--- config.mk ---
export PLATFORM = sky130hd
export DESIGN_NAME = out_pipe_bank_ctrl
export DESIGN_NICKNAME = d
export VERILOG_FILES = /design/src/rtl/opb_pkg.sv /design/src/rtl/opb_bank_mem.sv /design/src/rtl/opb_tx_engine.sv /design/src/rtl/out_pipe_bank_ctrl.sv
export SDC_FILE = /design/constraint.sdc
export NUM_CORES = 1
export LEC_CHECK = 0
export BUFFER_PORTS_ARGS = -buffer_cell sky130_fd_sc_hd__clkbuf_2
export CAP_MARGIN = 20
export CORE_MARGIN = 5
export CORE_UTILIZATION = 35
export DETAILED_ROUTE_END_ITERATION = 12
export PLACE_DENSITY = 0.52
export SETUP_SLACK_MARGIN = 0.02
export SLEW_MARGIN = 20
export SYNTH_ARGS = -nofsm -noshare
export SYNTH_HDL_FRONTEND = slang
export SYNTH_HIERARCHICAL = 1
export SYNTH_SLANG_ARGS = --single-unit
--- constraint.sdc ---
create_clock -name clk -period 4.9 [get_ports clk]
set_clock_uncertainty 0.1 [all_clocks]
set_input_delay 0.245 -clock clk [delete_from_list [all_inputs] [get_ports clk]]
set_output_delay 0.245 -clock clk [all_outputs]
set_load 0.03 [all_outputs]
--- src/rtl/opb_pkg.sv ---
package opb_pkg;

    typedef logic [7:0] byte_t;

    typedef enum logic [1:0] {
        TX_IDLE,
        TX_SEND,
        TX_WAIT
    } tx_state_e;

    typedef struct packed {
        logic hw_owned;
        logic irq_pend;
    } bank_flags_t;

    function automatic logic step_bank(input logic cur, input int nb);
        return (nb > 1) ? ~cur : 1'b0;
    endfunction

endpackage

--- src/rtl/opb_bank_mem.sv ---
module opb_bank_mem
    import opb_pkg::*;
#(
    parameter int NUM_BANKS  = 2,
    parameter int BANK_BYTES = 8,
    localparam int IDX_W  = $clog2(BANK_BYTES),
    localparam int DEPTH  = NUM_BANKS * BANK_BYTES,
    localparam int ADDR_W = $clog2(DEPTH)
) (
    input  logic             clk,
    input  logic             wr_en,
    input  logic             wr_bank,
    input  logic [IDX_W-1:0] wr_idx,
    input  byte_t            wr_data,
    input  logic             rd_bank,
    input  logic [IDX_W-1:0] rd_idx,
    output byte_t            rd_data
);

    byte_t store [DEPTH];

    function automatic logic [ADDR_W-1:0] flat(input logic b, input logic [IDX_W-1:0] i);
        return ADDR_W'(int'(b) * BANK_BYTES + int'(i));
    endfunction

    always_ff @(posedge clk) begin
        if (wr_en) store[flat(wr_bank, wr_idx)] <= wr_data;
    end

    assign rd_data = store[flat(rd_bank, rd_idx)];

endmodule

--- src/rtl/opb_tx_engine.sv ---
module opb_tx_engine
    import opb_pkg::*;
#(
    parameter int NUM_BANKS  = 2,
    parameter int BANK_BYTES = 8,
    localparam int IDX_W = $clog2(BANK_BYTES),
    localparam int CNT_W = $clog2(BANK_BYTES + 1)
) (
    input  logic             clk,
    input  logic             rst,
    input  logic             head_hw,
    input  logic [CNT_W-1:0] head_cnt,
    input  logic             tx_ready,
    input  logic             ack_in,
    output logic             head_bank,
    output logic [IDX_W-1:0] rd_idx,
    output logic             tx_valid,
    output logic             tx_last,
    output logic             ret_pulse,
    output logic             busy
);

    tx_state_e state;

    assign tx_valid  = (state == TX_SEND);
    assign tx_last   = tx_valid && ((CNT_W'(rd_idx) + CNT_W'(1)) == head_cnt);
    assign ret_pulse = (state == TX_WAIT) && ack_in;
    assign busy      = (state != TX_IDLE);

    always_ff @(posedge clk) begin
        if (rst) begin
            state     <= TX_IDLE;
            head_bank <= 1'b0;
            rd_idx    <= '0;
        end else begin
            unique case (state)
                TX_IDLE: if (head_hw) begin
                    rd_idx <= '0;
                    state  <= (head_cnt == '0) ? TX_WAIT : TX_SEND;
                end
                TX_SEND: if (tx_ready) begin
                    if (tx_last) state  <= TX_WAIT;
                    else         rd_idx <= rd_idx + 1'b1;
                end
                TX_WAIT: if (ack_in) begin
                    state     <= TX_IDLE;
                    head_bank <= step_bank(head_bank, NUM_BANKS);
                end
                default: state <= TX_IDLE;
            endcase
        end
    end

    // the engine only works on a bank that software has released
    a_r9_engine_owns: assert property (@(posedge clk) disable iff (rst)
        busy |-> head_hw);

endmodule

--- src/rtl/out_pipe_bank_ctrl.sv ---
module out_pipe_bank_ctrl
    import opb_pkg::*;
#(
    parameter int NUM_BANKS  = 2,
    parameter int BANK_BYTES = 8,
    localparam int IDX_W = $clog2(BANK_BYTES),
    localparam int CNT_W = $clog2(BANK_BYTES + 1)
) (
    input  logic       clk,
    input  logic       rst,
    input  logic       sw_wr_valid,
    input  logic [7:0] sw_wr_data,
    input  logic       sw_irq_clr,
    input  logic       sw_own_clr,
    input  logic       suspend_req,
    input  logic       tx_ready,
    input  logic       ack,
    output logic       irq_free,
    output logic       own_sw,
    output logic       wr_allowed,
    output logic       wr_err,
    output logic       tx_valid,
    output logic [7:0] tx_data,
    output logic       tx_last,
    output logic       susp_active
);

    localparam logic [CNT_W-1:0] FULL = CNT_W'(BANK_BYTES);

    bank_flags_t      fl  [2];
    logic [CNT_W-1:0] cnt [2];
    logic             cur;

    logic             head_bank, ret_pulse, eng_busy;
    logic [IDX_W-1:0] rd_idx;
    logic             wr_ok, rel_ok;
    bank_flags_t      cur_fl;

    assign cur_fl = fl[cur];
    assign wr_ok  = sw_wr_valid && !cur_fl.hw_owned && (cnt[cur] != FULL);
    assign rel_ok = sw_own_clr && !cur_fl.hw_owned && !cur_fl.irq_pend;

    assign irq_free    = cur_fl.irq_pend;
    assign own_sw      = !cur_fl.hw_owned;
    assign wr_allowed  = !cur_fl.hw_owned && (cnt[cur] != FULL);
    assign susp_active = suspend_req && !eng_busy && !fl[0].hw_owned && !fl[1].hw_owned;

    always_ff @(posedge clk) begin
        if (rst) begin
            cur    <= 1'b0;
            wr_err <= 1'b0;
            for (int b = 0; b < 2; b++) begin
                fl[b]  <= '{hw_owned: 1'b0, irq_pend: 1'b1};
                cnt[b] <= '0;
            end
        end else begin
            wr_err <= sw_wr_valid && !wr_ok;
            for (int b = 0; b < 2; b++) begin
                if (ret_pulse && (head_bank == 1'(b))) begin
                    fl[b]  <= '{hw_owned: 1'b0, irq_pend: 1'b1};
                    cnt[b] <= '0;
                end else if (cur == 1'(b)) begin
                    if (wr_ok)      cnt[b]         <= cnt[b] + 1'b1;
                    if (sw_irq_clr) fl[b].irq_pend <= 1'b0;
                    if (rel_ok)     fl[b].hw_owned <= 1'b1;
                end
            end
            if (rel_ok) cur <= step_bank(cur, NUM_BANKS);
        end
    end

    opb_bank_mem #(.NUM_BANKS(NUM_BANKS), .BANK_BYTES(BANK_BYTES)) u_mem (
        .clk     (clk),
        .wr_en   (wr_ok),
        .wr_bank (cur),
        .wr_idx  (cnt[cur][IDX_W-1:0]),
        .wr_data (sw_wr_data),
        .rd_bank (head_bank),
        .rd_idx  (rd_idx),
        .rd_data (tx_data)
    );

    opb_tx_engine #(.NUM_BANKS(NUM_BANKS), .BANK_BYTES(BANK_BYTES)) u_eng (
        .clk       (clk),
        .rst       (rst),
        .head_hw   (fl[head_bank].hw_owned),
        .head_cnt  (cnt[head_bank]),
        .tx_ready  (tx_ready),
        .ack_in    (ack),
        .head_bank (head_bank),
        .rd_idx    (rd_idx),
        .tx_valid  (tx_valid),
        .tx_last   (tx_last),
        .ret_pulse (ret_pulse),
        .busy      (eng_busy)
    );

    // a release while the free flag is still set leaves the current bank in place
    a_r4_release_refused: assert property (@(posedge clk) disable iff (rst)
        (sw_own_clr && irq_free) |=> $stable(cur));

    // an accepted release puts the bank under hardware ownership
    a_r5_release_taken: assert property (@(posedge clk) disable iff (rst)
        (sw_own_clr && own_sw && !irq_free) |=> fl[$past(cur)].hw_owned);

    // a bank never holds more than its capacity
    a_r6_count_bound: assert property (@(posedge clk) disable iff (rst)
        (cnt[0] <= FULL) && (cnt[1] <= FULL));

    // a write that is not allowed raises the error pulse
    a_r7_drop_flagged: assert property (@(posedge clk) disable iff (rst)
        (sw_wr_valid && !wr_allowed) |=> wr_err);

    // suspend never takes effect while a bank is pending
    a_r8_suspend_refused: assert property (@(posedge clk) disable iff (rst)
        (fl[0].hw_owned || fl[1].hw_owned) |-> !susp_active);

endmodule

==> metrics.csv, run 1 <==
metric,value,unit
synthCells,348,
nets,410,
num_io_pins,31,
antenna_found_initial,0,
r2r_slack,1.92,ns
core_area,0.0180,mm^2
status,completed,
num-fill-cells,1600,
synth-async-reset-ratio,0,%
synth_cell_types,56,
clockRootBuffer,clkbuf_16,
hpwl,8.13,mm
routedWlPerCell,20.0,um
gp_congestion,0.767,
rsz0062_at_grt,false,
die_h,145,um
holdBufCountCts,1,
cp-end-kind,register,
io_buffers,30,
worstReg2RegEnd,u_mem/store[3][6]$_DFFE_PP_,
crit_path_cell_trace,mux2_4 > clkinv_4 > o211ai_4 > nor2_1 > or3b_2 > nor2_1,
drc,0,
cts-buffers-inserted,17,
grt_max_degree,36,
report.final.setup_viol,0,
cellPowerDensity,412,mW/mm^2
yosys_warnings,6,
clockBufferDepth,2,
cp.required,4.84,ns
cp_max_fo,9,
synth_flop_cell,edfxtp_1,
diodes,0,
dieArea,0.0210,mm^2
yosysSeqAreaShare,68.4,%
critPathSlowestCell,nor2_1,
firstDrtPassIters,4,
start_util,35.5,%
grt_pass1_wl,19.8,mm
start_kind,register,
worst_hold_path_type,input pin to register,
drt-total-wl,12.6,mm
grt_overflow,0,
drt_iter0_markers,248,
relSlewSlack,33.8,%
track_usage,12.3,%
synth-edff-count,138,
critPathBufInv,1,
fin_crit,2.98,ns
fp.dieW,145,um
vias,3265,
worst_skew_pair.late_latency,0.41,ns
vdd_drop_max,0.261,mV
fin_util,41.0,%
vias_per_cell,5.18,
arrival,2.92,ns
setup_slack,1.92,ns
power,3.04,mW
cpPeakStageDelay,0.65,ns
hold_viol_final,0,
timing.max_cap.violations,0,
crit_top_cell,nor2_1,
tns,0,ns
num_rows,49,
post_cts_buffers,0,
clock-sinks,149,
synthesis.nets,369,
grt_pass1_vias,3372,
finalCritPeriodShare,60.8,%
clock.fmax,336,MHz
worstRegToRegCells,6,
cts_tree,yes,
cts.repair.resized,0,
syn_to_final_growth,15.4,%
cp.depth,6,
critPathCapture,u_mem/store[3][6]$_DFFE_PP_,
cts_max_level,4,
place_ws,1.73,ns
p_leak,2.40,nW
syn_area,0.00638,mm^2
worst_pin_slew,0.989,ns
critical_path_class,register to register,
ant_nets,0,
cpLargestDelayFamily,simple AND/OR/NAND/NOR gates,
slew_violations,0,
layout-drive-gt1-share,29.7,%
synth-seq-cells,149,
synth_area_per_cell,18.3,um^2
cts.clk_slew.worst_paths,0.06,ns
-- synthesized netlist by cell type (2+ instances only) --
master	count	area (um^2)
and2_1	2	12.5
nor4b_2	2	30.0
nand2b_1	4	25.0
mux2_2	11	124
clkdlybuf4s25_2	3	30.0
nor2_1	22	82.6
nor4_1	2	12.5
o21ai_0	3	15.0
or3_4	2	22.5
nand3b_1	3	22.5
o31ai_1	2	15.0
a21oi_1	4	20.0
nand3_1	7	35.0
nor3_1	6	30.0
xor2_1	4	35.0
nand2_1	14	52.6
buf_6	4	45.0
dfxtp_1	11	220
edfxtp_1	138	4140
a22oi_1	16	120
inv_1	4	15.0
buf_2	5	25.0
mux4_2	18	405
ha_1	5	62.6
nor4b_1	2	17.5
mux4_1	14	368
xnor2_1	4	35.0
o21a_1	2	15.0
nor2b_1	3	18.8
nor4_2	5	62.6
-- area by class of cell --
type | count | area [um^2] | share of cell area, %
sequential | 149 | 4370 | 59.3
multi-input combinational | 181 | 1900 | 25.8
clock buffer | 17 | 425 | 5.78
tap | 229 | 287 | 3.89
timing repair buffer | 35 | 190 | 2.58
clock inverter | 14 | 175 | 2.38
inverter | 5 | 23.8 | 0.323
-- logic make-up after synthesis --
group / count (synthesis) / synth area share (%)
AND/OR/NAND/NOR: 87 / 8.51
XOR/XNOR: 8 / 1.10
AO/OA/AOI/OAI: 36 / 4.53
multiplexers: 45 / 14.4
flip-flops: 149 / 68.4
adder cells (fa/ha/maj): 5 / 0.980
buffers and inverters: 18 / 2.06
-- metrics by stage --
| stage | hold WS (ns) | cell area (um^2) | std cells |
|---|---|---|---|
| final | 0.0729 | 7370 | 630 |
| after global placement | 0.380 | 6750 | 598 |
| after floorplan | 0.214 | 6380 | 348 |
| after detailed placement | 0.409 | 6750 | 598 |
| after global routing | 0.0826 | 7370 | 630 |
| after CTS | 0.0550 | 7360 | 630 |
-- worst min-delay path by stage --
stage,startpoint,end,slack [ns],cells past startpoint
2_1_floorplan,rst,u_eng/state[0]$_SDFFE_PP0P_,0.21,1
3_3_place_gp,fl[1][0]$_SDFFE_PP0P_,fl[1][0]$_SDFFE_PP0P_,0.38,2
3_5_place_dp,fl[1][0]$_SDFFE_PP0P_,fl[1][0]$_SDFFE_PP0P_,0.41,2
4_1_cts,rst,u_eng/state[0]$_SDFFE_PP0P_,0.05,2
5_1_grt,sw_wr_valid,wr_err$_SDFF_PP0_,0.08,2
6_report,rst,u_eng/state[0]$_SDFFE_PP0P_,0.07,2
-- metal layers --
| layer | share of wire [%] | track usage [%] | up-vias |
|---|---|---|---|
| met3 | 2.9 | 2.74 | 13 |
| li1 | - | - | 1511 |
| met4 | 1.4 | 4.66 | 0 |
| met2 | 48 | 19.4 | 48 |
| met5 | 0 | 0 | - |
| met1 | 48 | 16.8 | 1693 |
-- power breakdown --
part	switching, mW	total, mW	internal (mW)
Combinational	0.159	0.264	0.105
Sequential	0.0326	1.46	1.43
Clock	0.510	1.31	0.804
Total	0.702	3.04	2.33
-- registers in the layout, summed over array words and instances (netlist names), named ones only --
name,cells
fl,4
u_mem/store,128
u_eng/rd_idx,3
u_eng/head_bank,1
wr_err,1
cnt,8
cur,1
u_eng/state,2
-- cells in the final DEF, fill, tap and decap left out, types with 10 or more instances in the layout --
master | Yosys | final
clkbuf_2 | 0 | 30
dfxtp_1 | 11 | 10
nand2_1 | 14 | 14
clkbuf_16 | 0 | 17
a22oi_1 | 16 | 16
edfxtp_1 | 138 | 138
mux4_1 | 14 | 14
mux4_2 | 18 | 18
mux2_2 | 11 | 11
nor2_1 | 22 | 22
No activity file was read; power rests on OpenSTA's default activity.
==> inputs of run 2 (changes only) <==
clock period = 2.8 ns   (was 4.9 ns; I/O delays follow)
==> run 2 against run 1 <==
- count of clock-buffer cells in the layout rose by 2
- first-iteration DRC count fell by 17%
- combinational power rose by 92%
- clock power rose by 66%
- cell count rose by 2.4%
- non-clock buffer count rose by 15
- sequential share of layout area fell by 0.69 points
==> metrics.csv, run 2 (synthesis results as in run 1) <==
metric,value,unit,change
grt_pass1_vias,3494,,+3.6%
antenna_found_initial,0,,unchanged
drt-total-wl,13.1,mm,+4.0%
arrival,2.38,ns,-0.54 ns
vias_per_cell,5.21,,+0.46%
clockBufferDepth,2,,unchanged
clock-sinks,149,,unchanged
timing.max_cap.violations,0,,unchanged
place_ws,0.205,ns,-1.53 ns
rsz0062_at_grt,false,,
cellPowerDensity,700,mW/mm^2,+70%
cts.clk_slew.worst_paths,0.06,ns,about the same
gp_congestion,0.740,,-3.4%
dieArea,0.0210,mm^2,unchanged
cts_tree,yes,,
cp.required,2.56,ns,-2.28 ns
grt_max_degree,33,,-8.3%
worst_skew_pair.late_latency,0.41,ns,about the same
firstDrtPassIters,4,,unchanged
fin_crit,2.62,ns,
fp.dieW,145,um,unchanged
layout_common_cells,"edfxtp_1 (138), clkbuf_2 (30), nor2_1 (22), mux4_2 (18), clkbuf_16 (17)",,
slew_violations,0,,unchanged
critical_path_class,register to output pin,,
num_io_pins,31,,unchanged
grt_overflow,0,,unchanged
worstReg2RegEnd,u_mem/store[7][7]$_DFFE_PP_,,
cp-end-kind,output pin,,
start_util,35.5,%,unchanged
io_buffers,30,,unchanged
setup_slack,0.179,ns,-1.74 ns
hpwl,8.55,mm,+5.2%
hold_depth,4,,+2
finalCritPeriodShare,93.6,%,
hold_viol_final,0,,unchanged
vias,3358,,+2.8%
cts_max_level,4,,unchanged
clock.fmax,382,MHz,
final_common_cell,edfxtp_1,,
worstHoldStart,tx_ready,,
fin_util,41.5,%,+0.47 points
ant_nets,0,,unchanged
relSlewSlack,34.5,%,+0.69 points
core_area,0.0180,mm^2,unchanged
tns,0,ns,unchanged
clockRootBuffer,clkbuf_16,,
cp_max_fo,32,,+23
r2r-start,fl[0][1]$_SDFFCE_PN0P_,,
drt_iter0_markers,207,,-17%
stdcell_count,645,,+2.4%
min_to,u_eng/state[0]$_SDFFE_PP0P_,,
status,completed,,
layout-drive-gt1-share,31.3,%,+1.6 points
start_kind,register,,
largest_register,u_mem/store,,
grt_pass1_wl,20.6,mm,+4.0%
drc,0,,unchanged
top_regs,"u_mem/store x128, cnt x8, fl x4",,
diodes,0,,unchanged
num_rows,49,,unchanged
post_cts_buffers,0,,unchanged
die_h,145,um,unchanged
worstRegToRegCells,6,,unchanged
largest_reg_flops,128,,unchanged
r2r_slack,0.27,ns,-1.65 ns
post-place-cells,610,,+2.0%
routedWlPerCell,20.4,um,+1.6%
worst_pin_slew,0.979,ns,-0.0103 ns
syn_to_final_growth,16.7,%,
cts-buffers-inserted,17,,unchanged
nets,425,,+3.7%
track_usage,12.9,%,+0.55 points
vdd_drop_max,0.434,mV,+66%
report.final.setup_viol,0,,unchanged
worst_hold_path_type,input pin to register,,
p_leak,2.46,nW,+2.6%
run 2: cell count changes in the layout (fill, tap and decap cells not counted), sizes merged:
cell / previous run / this run
inv: 8 / 6
bufinv: 3 / 2
clkbuf: 47 / 49
clkinv: 7 / 8
buf: 4 / 16
dlygate4sd3: 1 / 4
run 2: per-layer routing:
layer	wire [um]	vias to the layer above	track usage, %
li1	-	1540	-
met1	6130	1749	17.2
met2	6390	58	20.5
met3	432	11	2.90
met4	180	0	5.23
met5	0	-	0
run 2: worst max-delay path by stage:
stage,from,endpoint,cells past startpoint
detailed placement,fl[0][1]$_SDFFCE_PN0P_,u_mem/store[6][6]$_DFFE_PP_,6
CTS,u_eng/head_bank$_SDFFE_PP0P_,tx_last,7
finish,u_eng/rd_idx[0]$_SDFFE_PP0P_,tx_data[7],5
global placement,fl[0][1]$_SDFFCE_PN0P_,u_mem/store[5][2]$_DFFE_PP_,6
global route,u_eng/head_bank$_SDFFE_PP0P_,tx_last,7
floorplan,register,u_mem/store[0][0]$_DFFE_PP_,7
run 2: area by class of cell:
type | count | area, um^2
repair buffers | 50 | 323
clock buffers | 19 | 433
multi-input cells | 181 | 1890
flip-flops and latches | 149 | 4370
well taps | 229 | 287
inverters | 5 | 23.8
clock inverters | 12 | 131
fillers | 1603 | 10500
run 2: what timing repair did:
item | 4_1_cts | 5_1_grt
resized for setup | 0 | 1
hold endpoints to repair | 7 | 0
setup endpoints to repair | 0 | 1
hold buffers | 4 | 0
run 2: where the power goes:
part | switching, mW | total (mW) | internal [mW]
sequential | 0.0360 | 2.53 | 2.49
combinational | 0.306 | 0.507 | 0.201
clock | 0.872 | 2.18 | 1.31
run 2: critical path, cell delays in order (launching register included):
cell and delay (ns):
dfxtp_2 0.41, buf_12 0.28, mux4_2 0.54, a22oi_1 0.40
nand2_1 0.12, clkbuf_2 0.20
run 2: through the flow:
stage                     total power, mW  instance area, um^2  hold WS (ns)
after global placement               3.08                 6850         0.304
after CTS                            5.28                 7450       0.00918
after global routing                 5.42                 7450        0.0367
final                                5.22                 7450        0.0342
after floorplan                      2.92                 6380         0.109
after detailed placement             3.09                 6850         0.315
==> inputs of run 3 (changes only) <==
ABC_CLOCK_PERIOD_IN_PS = 2800   (was not set)
PLACE_DENSITY = 0.57   (was 0.52)
==> run 3 against run 2 <==
- count of clock-buffer cells in the layout is 1 lower
- sequential power hardly changed
- first-iteration DRC count is 67% higher
- maximum frequency is 1.1% lower
- register-to-register slack worse by 0.06 ns
- via count is 0.45% higher
- die area stayed put
- cell count is 0.16% lower
- highest routed layer unchanged
==> metrics.csv, run 3 (synthesis results as in run 1) <==
metric,value,unit,change
status,completed,,
syn_to_final_growth,17.4,%,
gp_congestion,0.745,,+0.65%
final_common_cell,edfxtp_1,,
track_usage,12.9,%,about the same
fin_util,41.7,%,+0.23 points
grt_pass1_wl,20.7,mm,+0.37%
cts.clk_slew.worst_paths,0.06,ns,about the same
num_rows,49,,unchanged
grt_overflow,0,,unchanged
worst_pin_slew,0.850,ns,-0.129 ns
drc,0,,unchanged
p_leak,2.47,nW,+0.31%
io_buffers,30,,unchanged
layout_common_cells,"edfxtp_1 (138), clkbuf_2 (30), nor2_1 (22), clkbuf_16 (18), mux4_2 (18)",,
critPathSlowestCell,mux4_1,,
antenna_found_initial,0,,unchanged
fp.dieW,145,um,unchanged
worst_skew_pair.late_latency,0.41,ns,about the same
cpLargestDelayFamily,multiplexers,,
multiInputGateArea,0.00189,mm^2,unchanged
vias_per_cell,5.24,,+0.60%
die_h,145,um,unchanged
clock.fmax,377,MHz,-1.1%
fin_crit,2.65,ns,+0.0288 ns
timing.max_cap.violations,0,,unchanged
placed_area,0.00683,mm^2,-0.22%
rsz0062_at_grt,false,,
grtUsageMet1,16.7,%,-0.49 points
report.final.setup_viol,0,,unchanged
worstRegToRegCells,6,,unchanged
diodes,0,,unchanged
place_ws,0.228,ns,+0.0226 ns
r2r_slack,0.21,ns,-0.06 ns
grt_pass1_vias,3565,,+2.0%
largest_register,u_mem/store,,
clockRootBuffer,clkbuf_16,,
final-seq-area,0.00437,mm^2,about the same
cp.depth,5,,unchanged
cp.required,2.56,ns,about the same
clock-sinks,149,,unchanged
setup_slack,0.151,ns,-0.0288 ns
hpwl,8.60,mm,+0.55%
grtUsageMet2,21.0,%,+0.46 points
core_area,0.0180,mm^2,unchanged
hold_depth,1,,-3
arrival,2.41,ns,+0.03 ns
drt-total-wl,13.4,mm,+2.1%
firstDrtPassIters,5,,+1
cp_max_fo,16,,-50%
start_util,35.5,%,unchanged
grt_busiest_layer,met2,,
relSlewSlack,43.1,%,+8.6 points
cp-end-kind,output pin,,
cts_max_level,4,,unchanged
critPathBufInv,2,,unchanged
layout-drive-gt1-share,30.8,%,-0.41 points
post_cts_buffers,0,,unchanged
top_regs,"u_mem/store x128, cnt x8, fl x4",,
start_kind,register,,
num-fill-cells,1590,,-0.81%
cellPowerDensity,710,mW/mm^2,+1.4%
routedWlPerCell,20.8,um,+2.3%
grt_max_degree,36,,+9.1%
met3_usage,2.93,%,+0.031 points
nets,425,,unchanged
final_cell_area,0.00749,mm^2,+0.55%
cts-buffers-inserted,17,,unchanged
dieArea,0.0210,mm^2,unchanged
cts_tree,yes,,
tns,0,ns,unchanged
worst_hold_path_type,input pin to register,,
ant_nets,0,,unchanged
vdd_drop_max,0.457,mV,+5.3%
critical_path_class,register to output pin,,
crit_path_cell_trace,buf_12 > mux4_1 > a22oi_1 > nand2_1 > clkbuf_2,,
hold_viol_final,0,,unchanged
num_io_pins,31,,unchanged
clockBufferDepth,2,,unchanged
cpPeakStageDelay,0.56,ns,+0.02 ns
vias,3373,,+0.45%
slew_violations,0,,unchanged
largest_reg_flops,128,,unchanged
drt_iter0_markers,345,,+67%
finalCritPeriodShare,94.6,%,+1.0 points
==> run 3: cell types whose count changed in the layout (fill, tap and decap cells not counted), sizes merged <==
cell	delta
clkinv	-3
buf	-2
bufinv	+1
clkinvlp	+1
dlygate4sd3	+1
inv	+1
==> run 3: final timing paths <==
check / to / startpoint
setup reg to reg: u_mem/store[15][6]$_DFFE_PP_ / fl[0][1]$_SDFFCE_PN0P_
setup / recovery: tx_data[4] / u_eng/rd_idx[0]$_SDFFE_PP0P_
hold reg to reg: fl[1][0]$_SDFFE_PP0P_ / fl[1][0]$_SDFFE_PP0P_
hold / removal: u_mem/store[9][5]$_DFFE_PP_ / sw_wr_data[5]
==> run 3: final cells by class <==
| class | instances | share of cell area, % |
|---|---|---|
| clock inverter | 12 | 2.05 |
| clock buffer | 18 | 5.73 |
| inverter | 5 | 0.317 |
| timing repair buffer | 50 | 4.58 |
| tap | 229 | 3.82 |
| multi-input combinational | 181 | 25.2 |
| sequential | 149 | 58.3 |
==> run 3: timing repair <==
action                                  4_1_cts  5_1_grt
endpoints found under the setup margin        1        2
hold endpoints to repair                      7        0
gates resized for setup                       1        1
hold buffers                                  5        0
gates cloned                                  0        1
==> run 3: through the flow <==
stage | hold slack [ns] | std cells | power, mW
after floorplan | 0.109 | 348 | 2.92
after global placement | 0.304 | 608 | 3.08
after detailed placement | 0.313 | 608 | 3.09
after CTS | 0.0506 | 643 | 5.37
after global routing | 0.0719 | 644 | 5.52
final | 0.0472 | 644 | 5.32
==> run 3: power by group <==
group | internal (mW) | total (mW) | switching, mW
logic | 0.207 | 0.520 | 0.313
clock network | 1.39 | 2.27 | 0.874
registers | 2.49 | 2.53 | 0.0369
==> run 3: metal layers <==
| layer | wire [um] | vias up | part of all wire [%] |
|---|---|---|---|
| met5 | 0 | - | 0 |
| met4 | 282 | 0 | 2.1 |
| met3 | 480 | 21 | 3.6 |
| met2 | 6600 | 70 | 49 |
| met1 | 6050 | 1738 | 45 |
| li1 | - | 1544 | - |
